File: src/rtl/pario_pkg.sv
package pario_pkg;
  // host-visible widths
  localparam int BUS_W   = 12;
  localparam int DATA_W  = 8;
  localparam int ADDR_W  = 6;
  localparam int NBLK    = 8;
  localparam int NIB_W   = BUS_W - DATA_W;
  localparam int DEPTH   = 1 << ADDR_W;

  // address bit that separates the read-request alias from the register
  localparam int ALIAS_BIT = 4;

  // register map
  localparam logic [ADDR_W-1:0] CTL_ADDR  = 6'h01;
  localparam logic [ADDR_W-1:0] MASK_ADDR = 6'h02;

  // control register bits
  localparam int CTL_MASTER = 0;
  localparam int CTL_SELECT = 1;
  localparam int CTL_CLAMPX = 2;
  localparam int CTL_W      = 3;

  // block index of the clamp DAC
  localparam int CLAMP_BLK = 7;

  // strobe command from {rd_nwr, dat_nadr}
  typedef enum logic [1:0] {
    CMD_ADDR  = 2'b00,
    CMD_WRITE = 2'b01,
    CMD_NOP   = 2'b10,
    CMD_READ  = 2'b11
  } stb_cmd_t;
endpackage

File: src/rtl/pario_stb_sync.sv
// Synchronizes the asynchronous strobe and yields single-cycle edge pulses.
module pario_stb_sync #(
  parameter int STAGES = 2
) (
  input  logic clk,
  input  logic rst_n,
  input  logic strobe_n,
  output logic rise_o,
  output logic fall_o
);
  logic [STAGES-1:0] chain_q;
  logic              last_q;

  genvar g;
  generate
    for (g = 0; g < STAGES; g++) begin : g_stage
      if (g == 0) begin : g_first
        always_ff @(posedge clk or negedge rst_n) begin
          if (!rst_n) chain_q[g] <= 1'b1;
          else        chain_q[g] <= strobe_n;
        end
      end else begin : g_next
        always_ff @(posedge clk or negedge rst_n) begin
          if (!rst_n) chain_q[g] <= 1'b1;
          else        chain_q[g] <= chain_q[g-1];
        end
      end
    end
  endgenerate

  // idle level is high, so reset to high avoids a spurious edge
  always_ff @(posedge clk or negedge rst_n) begin
    if (!rst_n) last_q <= 1'b1;
    else        last_q <= chain_q[STAGES-1];
  end

  assign rise_o =  chain_q[STAGES-1] & ~last_q;
  assign fall_o = ~chain_q[STAGES-1] &  last_q;
endmodule

File: src/rtl/pario_regfile.sv
// Register storage with one write port and one combinational read port.
module pario_regfile
  import pario_pkg::*;
#(
  parameter int AW = ADDR_W,
  parameter int DW = DATA_W,
  parameter int ND = 1 << AW
) (
  input  logic             clk,
  input  logic             rst_n,
  input  logic             wr_en,
  input  logic [AW-1:0]    wr_addr,
  input  logic [DW-1:0]    wr_data,
  input  logic [AW-1:0]    rd_addr,
  output logic [DW-1:0]    rd_data,
  output logic [CTL_W-1:0] ctl_o,
  output logic [DW-1:0]    mask_o,
  output logic [ND*DW-1:0] regs_flat
);
  logic [DW-1:0] mem [ND];

  genvar e;
  generate
    for (e = 0; e < ND; e++) begin : g_entry
      logic hit;
      assign hit = wr_en && (wr_addr == AW'(e));
      always_ff @(posedge clk or negedge rst_n) begin
        if (!rst_n)   mem[e] <= '0;
        else if (hit) mem[e] <= wr_data;
      end
      assign regs_flat[e*DW +: DW] = mem[e];
    end
  endgenerate

  assign rd_data = mem[rd_addr];
  assign ctl_o   = mem[CTL_ADDR][CTL_W-1:0];
  assign mask_o  = mem[MASK_ADDR];
endmodule

File: src/rtl/pario_pwr_decode.sv
// Turns the control and mask registers into per-block enables.
module pario_pwr_decode
  import pario_pkg::*;
#(
  parameter int NB   = NBLK,
  parameter int CLMP = CLAMP_BLK
) (
  input  logic [CTL_W-1:0] ctl_i,
  input  logic [NB-1:0]    mask_i,
  output logic [NB-1:0]    blk_en
);
  logic master, select, clampx;

  assign master = ctl_i[CTL_MASTER];
  assign select = ctl_i[CTL_SELECT];
  assign clampx = ctl_i[CTL_CLAMPX];

  genvar b;
  generate
    for (b = 0; b < NB; b++) begin : g_blk
      logic base;
      assign base = select ? mask_i[b] : master;
      if (b == CLMP) begin : g_clamp
        assign blk_en[b] = base & ~clampx;
      end else begin : g_plain
        assign blk_en[b] = base;
      end
    end
  endgenerate
endmodule

File: src/rtl/pario_bus_mux.sv
// Holds the conversion word and the read-back byte and picks what goes out.
module pario_bus_mux
  import pario_pkg::*;
(
  input  logic              clk,
  input  logic              rst_n,
  input  logic              conv_valid,
  input  logic [BUS_W-1:0]  conv_data,
  input  logic              rb_load,
  input  logic              rb_clear,
  input  logic [DATA_W-1:0] rb_value,
  input  logic              out_en_n,
  input  logic              rd_nwr,
  output logic [BUS_W-1:0]  bus_out,
  output logic              bus_oe,
  output logic              rb_show
);
  logic [BUS_W-1:0]  conv_q;
  logic [DATA_W-1:0] rb_q;

  always_ff @(posedge clk or negedge rst_n) begin
    if (!rst_n)          conv_q <= '0;
    else if (conv_valid) conv_q <= conv_data;
  end

  always_ff @(posedge clk or negedge rst_n) begin
    if (!rst_n) begin
      rb_show <= 1'b0;
      rb_q    <= '0;
    end else if (rb_clear) begin
      rb_show <= 1'b0;
    end else if (rb_load) begin
      rb_show <= 1'b1;
      rb_q    <= rb_value;
    end
  end

  assign bus_out = rb_show ? {rb_q, {NIB_W{1'b0}}} : conv_q;
  // drive only when output enabled and the host is not driving
  assign bus_oe  = ~out_en_n & rd_nwr;
endmodule

File: src/rtl/pario_regport.sv
module pario_regport
  import pario_pkg::*;
(
  input  logic              clk,
  input  logic              rst_n,
  input  logic              strobe_n,
  input  logic              rd_nwr,
  input  logic              dat_nadr,
  input  logic              out_en_n,
  input  logic [DATA_W-1:0] host_byte,
  input  logic              conv_valid,
  input  logic [BUS_W-1:0]  conv_data,
  output logic [BUS_W-1:0]  bus_out,
  output logic              bus_oe,
  output logic [NBLK-1:0]   blk_en
);
  logic                    stb_rise, stb_fall;
  stb_cmd_t                cmd;
  logic [ADDR_W-1:0]       addr_q;
  logic [ADDR_W-1:0]       rd_addr;
  logic                    wr_en;
  logic                    rb_load;
  logic                    rb_show;
  logic [DATA_W-1:0]       rd_data;
  logic [CTL_W-1:0]        ctl_q;
  logic [DATA_W-1:0]       mask_q;
  logic [DEPTH*DATA_W-1:0] regs_flat;

  pario_stb_sync #(.STAGES(2)) u_sync (
    .clk      (clk),
    .rst_n    (rst_n),
    .strobe_n (strobe_n),
    .rise_o   (stb_rise),
    .fall_o   (stb_fall)
  );

  assign cmd = stb_cmd_t'({rd_nwr, dat_nadr});

  // address phase latches bus bits [9:4]
  always_ff @(posedge clk or negedge rst_n) begin
    if (!rst_n)                          addr_q <= '0;
    else if (stb_rise && cmd == CMD_ADDR) addr_q <= host_byte[ADDR_W-1:0];
  end

  assign wr_en   = stb_rise && (cmd == CMD_WRITE);
  assign rb_load = stb_rise && (cmd == CMD_READ);

  // read request uses the address with the alias bit cleared
  always_comb begin
    rd_addr            = addr_q;
    rd_addr[ALIAS_BIT] = 1'b0;
  end

  pario_regfile u_regs (
    .clk       (clk),
    .rst_n     (rst_n),
    .wr_en     (wr_en),
    .wr_addr   (addr_q),
    .wr_data   (host_byte),
    .rd_addr   (rd_addr),
    .rd_data   (rd_data),
    .ctl_o     (ctl_q),
    .mask_o    (mask_q),
    .regs_flat (regs_flat)
  );

  pario_pwr_decode u_pwr (
    .ctl_i  (ctl_q),
    .mask_i (mask_q),
    .blk_en (blk_en)
  );

  pario_bus_mux u_mux (
    .clk        (clk),
    .rst_n      (rst_n),
    .conv_valid (conv_valid),
    .conv_data  (conv_data),
    .rb_load    (rb_load),
    .rb_clear   (stb_fall),
    .rb_value   (rd_data),
    .out_en_n   (out_en_n),
    .rd_nwr     (rd_nwr),
    .bus_out    (bus_out),
    .bus_oe     (bus_oe),
    .rb_show    (rb_show)
  );
endmodule

File: config.mk
export PLATFORM = sky130hd
export DESIGN_NAME = pario_regport
export DESIGN_NICKNAME = d
export VERILOG_FILES = /design/src/rtl/pario_pkg.sv /design/src/rtl/pario_stb_sync.sv /design/src/rtl/pario_regfile.sv /design/src/rtl/pario_pwr_decode.sv /design/src/rtl/pario_bus_mux.sv /design/src/rtl/pario_regport.sv
export SDC_FILE = /design/constraint.sdc
export NUM_CORES = 1
export LEC_CHECK = 0
export BUFFER_PORTS_ARGS = -buffer_cell sky130_fd_sc_hd__buf_2
export CAP_MARGIN = 20
export CELL_PAD_IN_SITES_DETAIL_PLACEMENT = 1
export CELL_PAD_IN_SITES_GLOBAL_PLACEMENT = 1
export CORE_MARGIN = 1
export CORE_UTILIZATION = 40
export CTS_CLUSTER_SIZE = 16
export DETAILED_ROUTE_END_ITERATION = 10
export GPL_TIMING_DRIVEN = 0
export PLACE_DENSITY = 0.67
export SLEW_MARGIN = 25
export SYNTH_ARGS = -nofsm -noshare
export SYNTH_HDL_FRONTEND = slang
export SYNTH_SLANG_ARGS = --single-unit
File: constraint.sdc
create_clock -name clk -period 3.23 [get_ports clk]
set_input_delay 0.646 -clock clk [delete_from_list [all_inputs] [get_ports clk]]
set_output_delay 0.646 -clock clk [all_outputs]
set_load 0.02 [all_outputs]
== Yosys cells after proc, flatten, opt, wreduce, memory -nomap -nowiden ==
Cells that the tools add are included.

* Word-level logic and storage cells: 232
* Register bits: 542
* Input port bits: 27
* Output and inout bits: 21

* Bitwise gates (word level): 10
* Magnitude comparators: 1
* Reduce and logical (&&, ||, !) cells: 71
* Mux-type cells: 14
* Eq/ne operators: 65

{| class="wikitable"
|+ Operators with widths
! kind !! count
|-
| == test 6 bit (second input constant) || 32
|-
| == test 6 x 5 -> 1 bit (second input constant) || 16
|-
| logical AND 1 bit || 67
|-
| binary-select mux 8 bit (select 6 bit) || 1
|-
| == test 6 x 4 -> 1 bit (second input constant) || 8
|-
| == test 6 x 3 -> 1 bit (second input constant) || 4
|-
| two-way mux 8 bit || 2
|-
| == test 6 x 2 -> 1 bit (second input constant) || 2
|-
| two-way mux 12 bit || 1
|-
| two-way mux 1 bit || 10
|-
| >= comparator 7 bit (second input constant) || 1
|-
| NOT 6 -> 7 bit || 1
|-
| == test 6 x 1 -> 1 bit (second input constant) || 1
|-
| logical NOT 6 bit || 1
|-
| NOT 1 bit || 5
|-
| AND 1 bit || 4
|-
| == test 2 x 1 -> 1 bit (second input constant) || 1
|-
| == test 2 bit (second input constant) || 1
|-
| logical NOT 2 bit || 1
|-
| AND reduction 2 bit || 1
|-
| nonzero test 2 bit || 1
|}

== Depth between registers and ports, before layout ==
Gate-level depths: netlist of run 1.

* Depth in word-level cells: 5
* Gate-level depth with buffers: 8
* Depth with buffers taken out: 4

== By module ==
A second synthesis of run 1 with hierarchy kept.

* Cells, all modules: 1628
* Area, all modules: 25119.1 µm²

{| class="wikitable"
|+ By module, submodules not included
! module !! times used !! area an instance (µm²) !! seq. area each (µm²) !! cells an instance
|-
| pario_regfile || 1 || 23655.2 || 12812.3 || 1520
|-
| pario_bus_mux || 1 || 953.4 || 525.5 || 60
|-
| pario_regport || 1 || 255.2 || 150.1 || 17
|-
| pario_pwr_decode || 1 || 161.4 || 0.0 || 26
|-
| pario_stb_sync || 1 || 93.8 || 78.8 || 5
|}

== Worst setup path after synthesis of run 1 ==
Ideal clock, no wire load.

* Path kind: input to register
* Start point: input rd_nwr
* End point: register u_regs.mem (netlist bit u_regs.regs_flat[300])
* Setup time: 0.125 ns
* Path buffers: 2
* Required time: 3.105 ns
* Path slack: 0.456 ns
* Arrival time: 2.649 ns
* Stages on the path: 6
* Cells stage by stage: or4b_1 > clkbuf_1 > or4_1 > clkbuf_2 > nor3b_4 > mux2_2

* Cells in the longest elaborated chain, start to end: 3

{| class="wikitable"
|+ RTL lines
! what !! line !! text
|-
| start, declared || pario_regport.sv:7 || <nowiki>input logic rd_nwr,</nowiki>
|-
| == test 2 x 1 -> 1 bit || pario_regport.sv:45 || <nowiki>assign wr_en = stb_rise && (cmd == CMD_WRITE);</nowiki>
|-
| logical AND 1 bit || pario_regport.sv:45 ||
|-
| logical AND 1 bit || pario_regfile.sv:26 || <nowiki>assign hit = wr_en && (wr_addr == AW'(e));</nowiki>
|-
| end signal, assigned by index || pario_regfile.sv:29 || <nowiki>else if (hit) mem[e] <= wr_data;</nowiki>
|-
| end, declared || pario_regfile.sv:20 || <nowiki>logic [DW-1:0] mem [ND];</nowiki>
|}

Every way passes these cells.
A chain may end at the register's enable or synchronous reset.

== Worst setup path after layout of run 1 ==
* Start point: register addr_q[0]
* End point: register u_mux.rb_q[3]

* Cells in the longest elaborated chain, start to end: 4

{| class="wikitable"
|+ RTL lines
! what !! line !! text
|-
| start, declared || pario_regport.sv:19 || <nowiki>logic [ADDR_W-1:0] addr_q;</nowiki>
|-
| start signal, assigned || pario_regport.sv:42 || <nowiki>else if (stb_rise && cmd == CMD_ADDR) addr_q <= host_byte[ADDR_W-1:0];</nowiki>
|-
| NOT 6 -> 7 bit (not written as such) || pario_regfile.sv:35 || <nowiki>assign rd_data = mem[rd_addr];</nowiki>
|-
| binary-select mux 8 bit (select 6 bit) || pario_regfile.sv:35 ||
|-
| two-way mux 8 bit (not written as such) (2 in a row) || pario_regfile.sv:35 ||
|-
| end signal, assigned || pario_bus_mux.sv:34 || <nowiki>rb_q <= rb_value;</nowiki>
|-
| end, declared || pario_bus_mux.sv:19 || <nowiki>logic [DATA_W-1:0] rb_q;</nowiki>
|}

Every way passes these cells. The select of a mux whose other input is x is not followed.

==> results.cfg, run 1 <==
[outcome]
outcome = complete, no violations

[drt]
first_pass_iters = 4
wirelength_um = 40500
routed_via_density = 5.65
wl_met1_um = 18000
wl_per_cell_um = 27.4
wl_met2_um = 19000
via_count = 8344
drc = 0
wl_met3_um = 1810
topRoutingLayerUsed = met4
drtIter0Drc = 504
ant_nets = 0

[sta]
slew-limit-headroom = 0.310
drv_slew = 0
fmax_ghz = 0.322
rsz0062_at_grt = false
skew_ns = 0.0182
fin_crit_ns = 3.11
fin_ws_ns = 0.122
fin_crit_sh = 0.962
fin_hold_ws_ns = 0.131
worst_pin_slew_ns = 1.03
hold_viol_final = 0
setup_viol = 0

[worst_setup_path]
critPathMaxFanout = 10
worst_path_largest_cell_delay_ns = 0.65
cp_slowest_cell = a2111oi_2
crit_arrival_ns = 3.47
startpoint_type = flip-flop
crit_type = reg -> reg
cp_cell_sequence = clkbuf_1 > buf_1 > clkbuf_2 > mux2i_1 > o22ai_1 > a2111oi_2 > a211oi_1
worstSetupEndpointType = flip-flop
crit_required_ns = 3.59

[synth]
synth_edf_count = 0
synth_cells = 921
synthTopCellsByCount = mux2_2, dfrtp_1, mux2i_1, clkbuf_1
syn_area_per_cell_um2 = 14.3
yosysWarnings = 0
synth_xor_area_frac = 0
ys_seq_elements = 286
synthAdderAreaFrac = 0
synth_area_leader_cell = dfrtp_1
ys_seq_area_frac = 0.544
synth_ff_type = dfrtp_1
synth_nets = 948
synth_top_area_share = 0.538
synth-simple-area-share = 0.0553
synth_compound_area_frac = 0.0314
synth_most_common_cell = mux2_2
netlist_area_mm2 = 0.0132
ys_types = 37
synthMuxAreaShare = 0.345
synthArstFlopShare = 1.00
synth_area_leaders = dfrtp_1, mux2_2, mux4_2
synth_top_family_by_area = multiplexers

[power]
irDropWorstVdd_mv = 0.312
seqPwrFrac = 0.424
comb_power_share = 0.172
p_total_w = 0.00960
p_leak_nw = 7.19
power_density_mw_per_mm2 = 629
switching_share = 0.279
internal_power_w = 0.00692
clock_power_share = 0.404
switchingPower_w = 0.00268

[cts]
cts_tree = built
numCtsBuffers = 34
clk_pin_slew_ns = 0.06
cts_buffer_depth = 3
clk_latency_ns = 0.52
cts.sinks = 286
ctsHoldBuffers = 0
htree_num_levels = 2
root_buffer = clkbuf_16

[final_layout]
fin_util = 0.470
antenna_cells = 0
final_layout_size_suffix_gt1_frac = 0.475
finalInstanceArea_mm2 = 0.0153
nets = 1036
area_growth_pct = 16.0

[grt]
grt_overflow = 0
grt_pass1_vias = 9017
grt_pass1_wl_um = 61200
grt.total_usage = 0.253
grt_antenna_before_repair = 1
grt_max_degree = 87

[placed_design]
port_buffers = 47
placed_cell_area_mm2 = 0.0141
place_hpwl_um = 27700
post-place-ws_ns = -0.482
gp_congestion = 0.854

[run]
cap_violations = 0

[worst_hold_path]
min_path_type = in -> async

[die]
die_h_um = 183
start_util = 0.405
core_mm2 = 0.0325
die_area_mm2 = 0.0336
num_rows = 66
die_x_um = 183
io_pins = 48
[worst max-delay path: cells and delay by family (launching register included)]
kind	cells	cell delay, ns
flip-flops	1	0.33
buffers and inverters	3	1.34
AO/OA/AOI/OAI	3	0.94
multiplexers	1	0.34
[placed cells by master, fill, tap and decap left out, types with 21 or more instances in the layout]
| cell | netlist | layout |
|---|---|---|
| buf_2 | 4 | 54 |
| clkbuf_1 | 45 | 46 |
| clkbuf_16 | 0 | 37 |
| dfrtp_1 | 283 | 283 |
| mux2_2 | 296 | 296 |
| mux2i_1 | 48 | 48 |
| mux4_2 | 32 | 32 |
| nand2_1 | 21 | 21 |
| o22ai_1 | 32 | 32 |
[per-layer routing]
| layer | GRT usage | up-vias |
|---|---|---|
| li1 | - | 3566 |
| met1 | 0.348 | 4493 |
| met2 | 0.398 | 207 |
| met3 | 0.0377 | 78 |
| met4 | 0.108 | 0 |
| met5 | 0 | - |
[registers in the layout, indices dropped and copies added, names as in the netlist]
name              count
addr_q                6
u_mux.conv_q         12
u_mux.rb_q            8
u_mux.rb_show         1
u_regs.ctl_o          3
u_regs.mask_o         8
u_regs.regs_flat    245
u_sync.chain_q        2
u_sync.last_q         1
[through the flow]
stage	instances	TNS (ns)
after floorplan	921	0
after global placement	1410	-1154.05
after detailed placement	1415	-15.44
after CTS	1476	0
after global routing	1476	0
final	1476	0
[power by group through the flow]
stage	clock network, W	registers, W	logic (W)
2_1_floorplan	0	0.00405	0.00104
3_3_place_gp	0	0.00412	0.00159
3_5_place_dp	0	0.00413	0.00164
4_1_cts	0.00396	0.00407	0.00165
5_1_grt	0.00411	0.00410	0.00175
6_report	0.00388	0.00407	0.00165
[timing repair]
| action | in CTS | in global routing |
|---|---|---|
| cloned | 0 | 0 |
| setup endpoints to repair | 48 | 29 |
| gates resized for setup | 6 | 6 |
| setup buffers | 0 | 0 |
[worst paths after layout]
path	slack, ns	end	cells past startpoint	start
worst max-delay path	0.12	u_mux.rb_q[3]$_DFFE_PN0P_	7	addr_q[0]$_DFFE_PN0P_
worst min-delay path	0.13	u_mux.conv_q[1]$_DFFE_PN0P_	2	rst_n
worst max register to register	0.12	u_mux.rb_q[3]$_DFFE_PN0P_	7	addr_q[0]$_DFFE_PN0P_
worst min register to register	0.35	u_sync.chain_q[1]$_DFF_PN1_	0	u_sync.chain_q[0]$_DFF_PN1_
max in group asynchronous	2.03	u_regs.regs_flat[277]$_DFFE_PN0P_	4	rst_n
min in group clk	0.24	u_sync.chain_q[0]$_DFF_PN1_	1	strobe_n
[logic make-up (layout without fill, tap and decap cells)]
logic type             count (synthesis)  in the layout
muxes                                376            376
DFF                                  286            286
and+or+nand+nor                      123            123
buffers and inverters                 76            189
AOI/OAI and AO/OA                     60             60
[layout make-up]
type                            count  area, um2
Timing Repair Buffer               52        360
Buffer                             74        323
Clock buffer                       52       1070
Sequential cell                   286       7160
Tap cell                          442        553
Clock inverter                      9       72.6
Multi-Input combinational cell    559       5710
Inverter                            2       7.51
Fill cell                        3302      17200
No activity file was read; power rests on OpenSTA's default activity.
==> run 2, diff against run 1 <==
--- a/config.mk
+++ b/config.mk
@@ -5,7 +5,6 @@
 export SDC_FILE = /design/constraint.sdc
 export NUM_CORES = 1
 export LEC_CHECK = 0
-export BUFFER_PORTS_ARGS = -buffer_cell sky130_fd_sc_hd__buf_2
 export CAP_MARGIN = 20
 export CELL_PAD_IN_SITES_DETAIL_PLACEMENT = 1
 export CELL_PAD_IN_SITES_GLOBAL_PLACEMENT = 1
@@ -13,8 +12,9 @@
 export CORE_UTILIZATION = 40
 export CTS_CLUSTER_SIZE = 16
 export DETAILED_ROUTE_END_ITERATION = 10
+export DONT_BUFFER_PORTS = 1
 export GPL_TIMING_DRIVEN = 0
-export PLACE_DENSITY = 0.67
+export PLACE_DENSITY = 0.65
 export SLEW_MARGIN = 25
 export SYNTH_ARGS = -nofsm -noshare
 export SYNTH_HDL_FRONTEND = slang
==> constraint.sdc (replaced) <==
create_clock -name clk -period 3.3 [get_ports clk]
set_input_delay 0.66 -clock clk [delete_from_list [all_inputs] [get_ports clk]]
set_output_delay 0.66 -clock clk [all_outputs]
set_load 0.02 [all_outputs]
==> run 2 against run 1 <==
Against the previous run: the flow now finishes with violations (hold timing); highest routed layer is now met5; fmax shrank 2.0%; critical path type unchanged; largest power group unchanged; clock skew grew 0.0029 ns; non-clock buffer count shrank 52; critical endpoint is now u_mux.rb_q[4]$_DFFE_PN0P_.
==> results.cfg, run 2 (synthesis gave the netlist of run 1 again) <==
[sta]
fin_hold_ws_ns = -0.164
fin_crit_sh = 0.961
skew_ns = 0.0211
drv_slew = 0
worst_pin_slew_ns = 1.06
fin_ws_ns = 0.127
setup_viol = 0
rsz0062_at_grt = true
fmax_ghz = 0.315
hold_viol_final = 283
fin_crit_ns = 3.17
slew-limit-headroom = 0.290

[final_layout]
finalInstanceArea_mm2 = 0.0149
fill_cells = 3244
final_common_cell = mux2_2
area_growth_pct = 13.2
final_layout_size_suffix_gt1_frac = 0.440
final_cell_mix = mux2_2, dfrtp_1, clkbuf_1
nets = 985
largest_reg_flops = 245

[cts]
cts_tree = built
cts.sinks = 286
numCtsBuffers = 35
htree_num_levels = 2
root_buffer = clkbuf_16
cts_buffer_depth = 3
clk_latency_ns = 0.53
clk_pin_slew_ns = 0.06

[grt]
grt_pass1_vias = 8676
grt_pass1_wl_um = 59400
grt.total_usage = 0.247
grt_max_degree = 287
grt_antenna_before_repair = 4
grt_overflow = 0

[placed_design]
post-place-ws_ns = -0.317
port_buffers = 0
place_hpwl_um = 26800
placed_cell_area_mm2 = 0.0137
gp_congestion = 0.830

[run]
cap_violations = 0

[drt]
wirelength_um = 39600
via_count = 8138
first_pass_iters = 4
ant_nets = 0
drc = 0
routed_via_density = 5.70
wl_per_cell_um = 27.7
drtIter0Drc = 563

[worst_setup_path]
startpoint_type = flip-flop
crit_required_ns = 3.67
crit_arrival_ns = 3.54
critPathMaxFanout = 10
worstSetupEndpointType = flip-flop
crit_type = reg -> reg

[die]
num_rows = 66
die_area_mm2 = 0.0336
die_h_um = 183
core_mm2 = 0.0325
start_util = 0.405
io_pins = 48
die_x_um = 183

[power]
power_density_mw_per_mm2 = 625
p_leak_nw = 6.92
irDropWorstVdd_mv = 0.389

[worst_hold_path]
min_path_type = in -> async

[outcome]
outcome = finished with violations
violations = hold timing
[run 2: cell count changes in the layout (fill, tap and decap cells not counted), sizes merged, moves of 2 or more]
cell	change
diode	+2
bufinv	+2
buf	-50
clkbuf	-4
inv	+4
[run 2: worst max-delay path: stages, from the launching register on]
cell and delay (ns):
dfrtp_1 0.33, clkbuf_1 0.31, clkbuf_1 0.56, clkbuf_2 0.57, mux2i_1 0.28, o22ai_1 0.16
a2111oi_1 0.71, a211oi_1 0.10
[run 2: repair_timing]
item                                   4_1_cts  5_1_grt
pin swaps                                    0        0
resized for setup                            3        5
setup endpoints to repair                   38       15
buffers inserted                             0        0
endpoints found under the hold margin      283      283
[run 2: layout make-up]
class / count / area [um2] / share of cell area
antenna: 2 / 5.00 / 0.000336
buffer: 73 / 315 / 0.0212
clock buffer: 50 / 992 / 0.0666
clock inverter: 13 / 155 / 0.0104
inverter: 2 / 7.51 / 0.000504
multi-input combinational: 559 / 5700 / 0.383
sequential: 286 / 7160 / 0.481
tap: 442 / 553 / 0.0371
timing repair buffer: 1 / 7.51 / 0.000504
[run 2: path summary, 6_finish.rpt]
check                                       startpoint                           endpoint  slack, ns  cells after the start
max                              addr_q[0]$_DFFE_PN0P_          u_mux.rb_q[4]$_DFFE_PN0P_       0.13                      7
min                                              rst_n   u_regs.regs_flat[52]$_DFFE_PN0P_      -0.16                      0
max reg2reg                      addr_q[0]$_DFFE_PN0P_          u_mux.rb_q[4]$_DFFE_PN0P_       0.13                      7
min reg2reg                u_sync.chain_q[0]$_DFF_PN1_        u_sync.chain_q[1]$_DFF_PN1_       0.36                      0
max in group asynchronous                        rst_n  u_regs.regs_flat[116]$_DFFE_PN0P_       2.86                      0
min in group clk                              strobe_n        u_sync.chain_q[0]$_DFF_PN1_       0.13                      0
[run 2: metal layers]
layer | up-vias | global-route usage | wire (um)
li1 | 3486 | - | -
met1 | 4406 | 0.339 | 17600
met2 | 184 | 0.411 | 19400
met3 | 60 | 0.0316 | 1660
met4 | 2 | 0.0687 | 861
met5 | - | 0 | 13
[run 2: metrics by stage]
stage | setup TNS (ns) | util | hold slack [ns] | total power (W) | instances
global placement | -4.23 | 0.422 | 0.348 | 0.00546 | 1363
global route | -0.00327 | 0.459 | -0.176 | 0.00963 | 1426
detailed placement | -4.68 | 0.423 | 0.355 | 0.00549 | 1364
finish | 0 | 0.459 | -0.164 | 0.00931 | 1428
floorplan | 0 | - | 0.345 | 0.00499 | 921
CTS | 0 | 0.458 | -0.170 | 0.00938 | 1426
[run 2: power breakdown]
part / leakage (nW) / internal (W) / total, W / switching, W
registers: 3.85 / 0.00381 / 0.00400 / 0.000194
clock network: 0.569 / 0.00234 / 0.00387 / 0.00153
logic: 2.50 / 0.000601 / 0.00144 / 0.000835
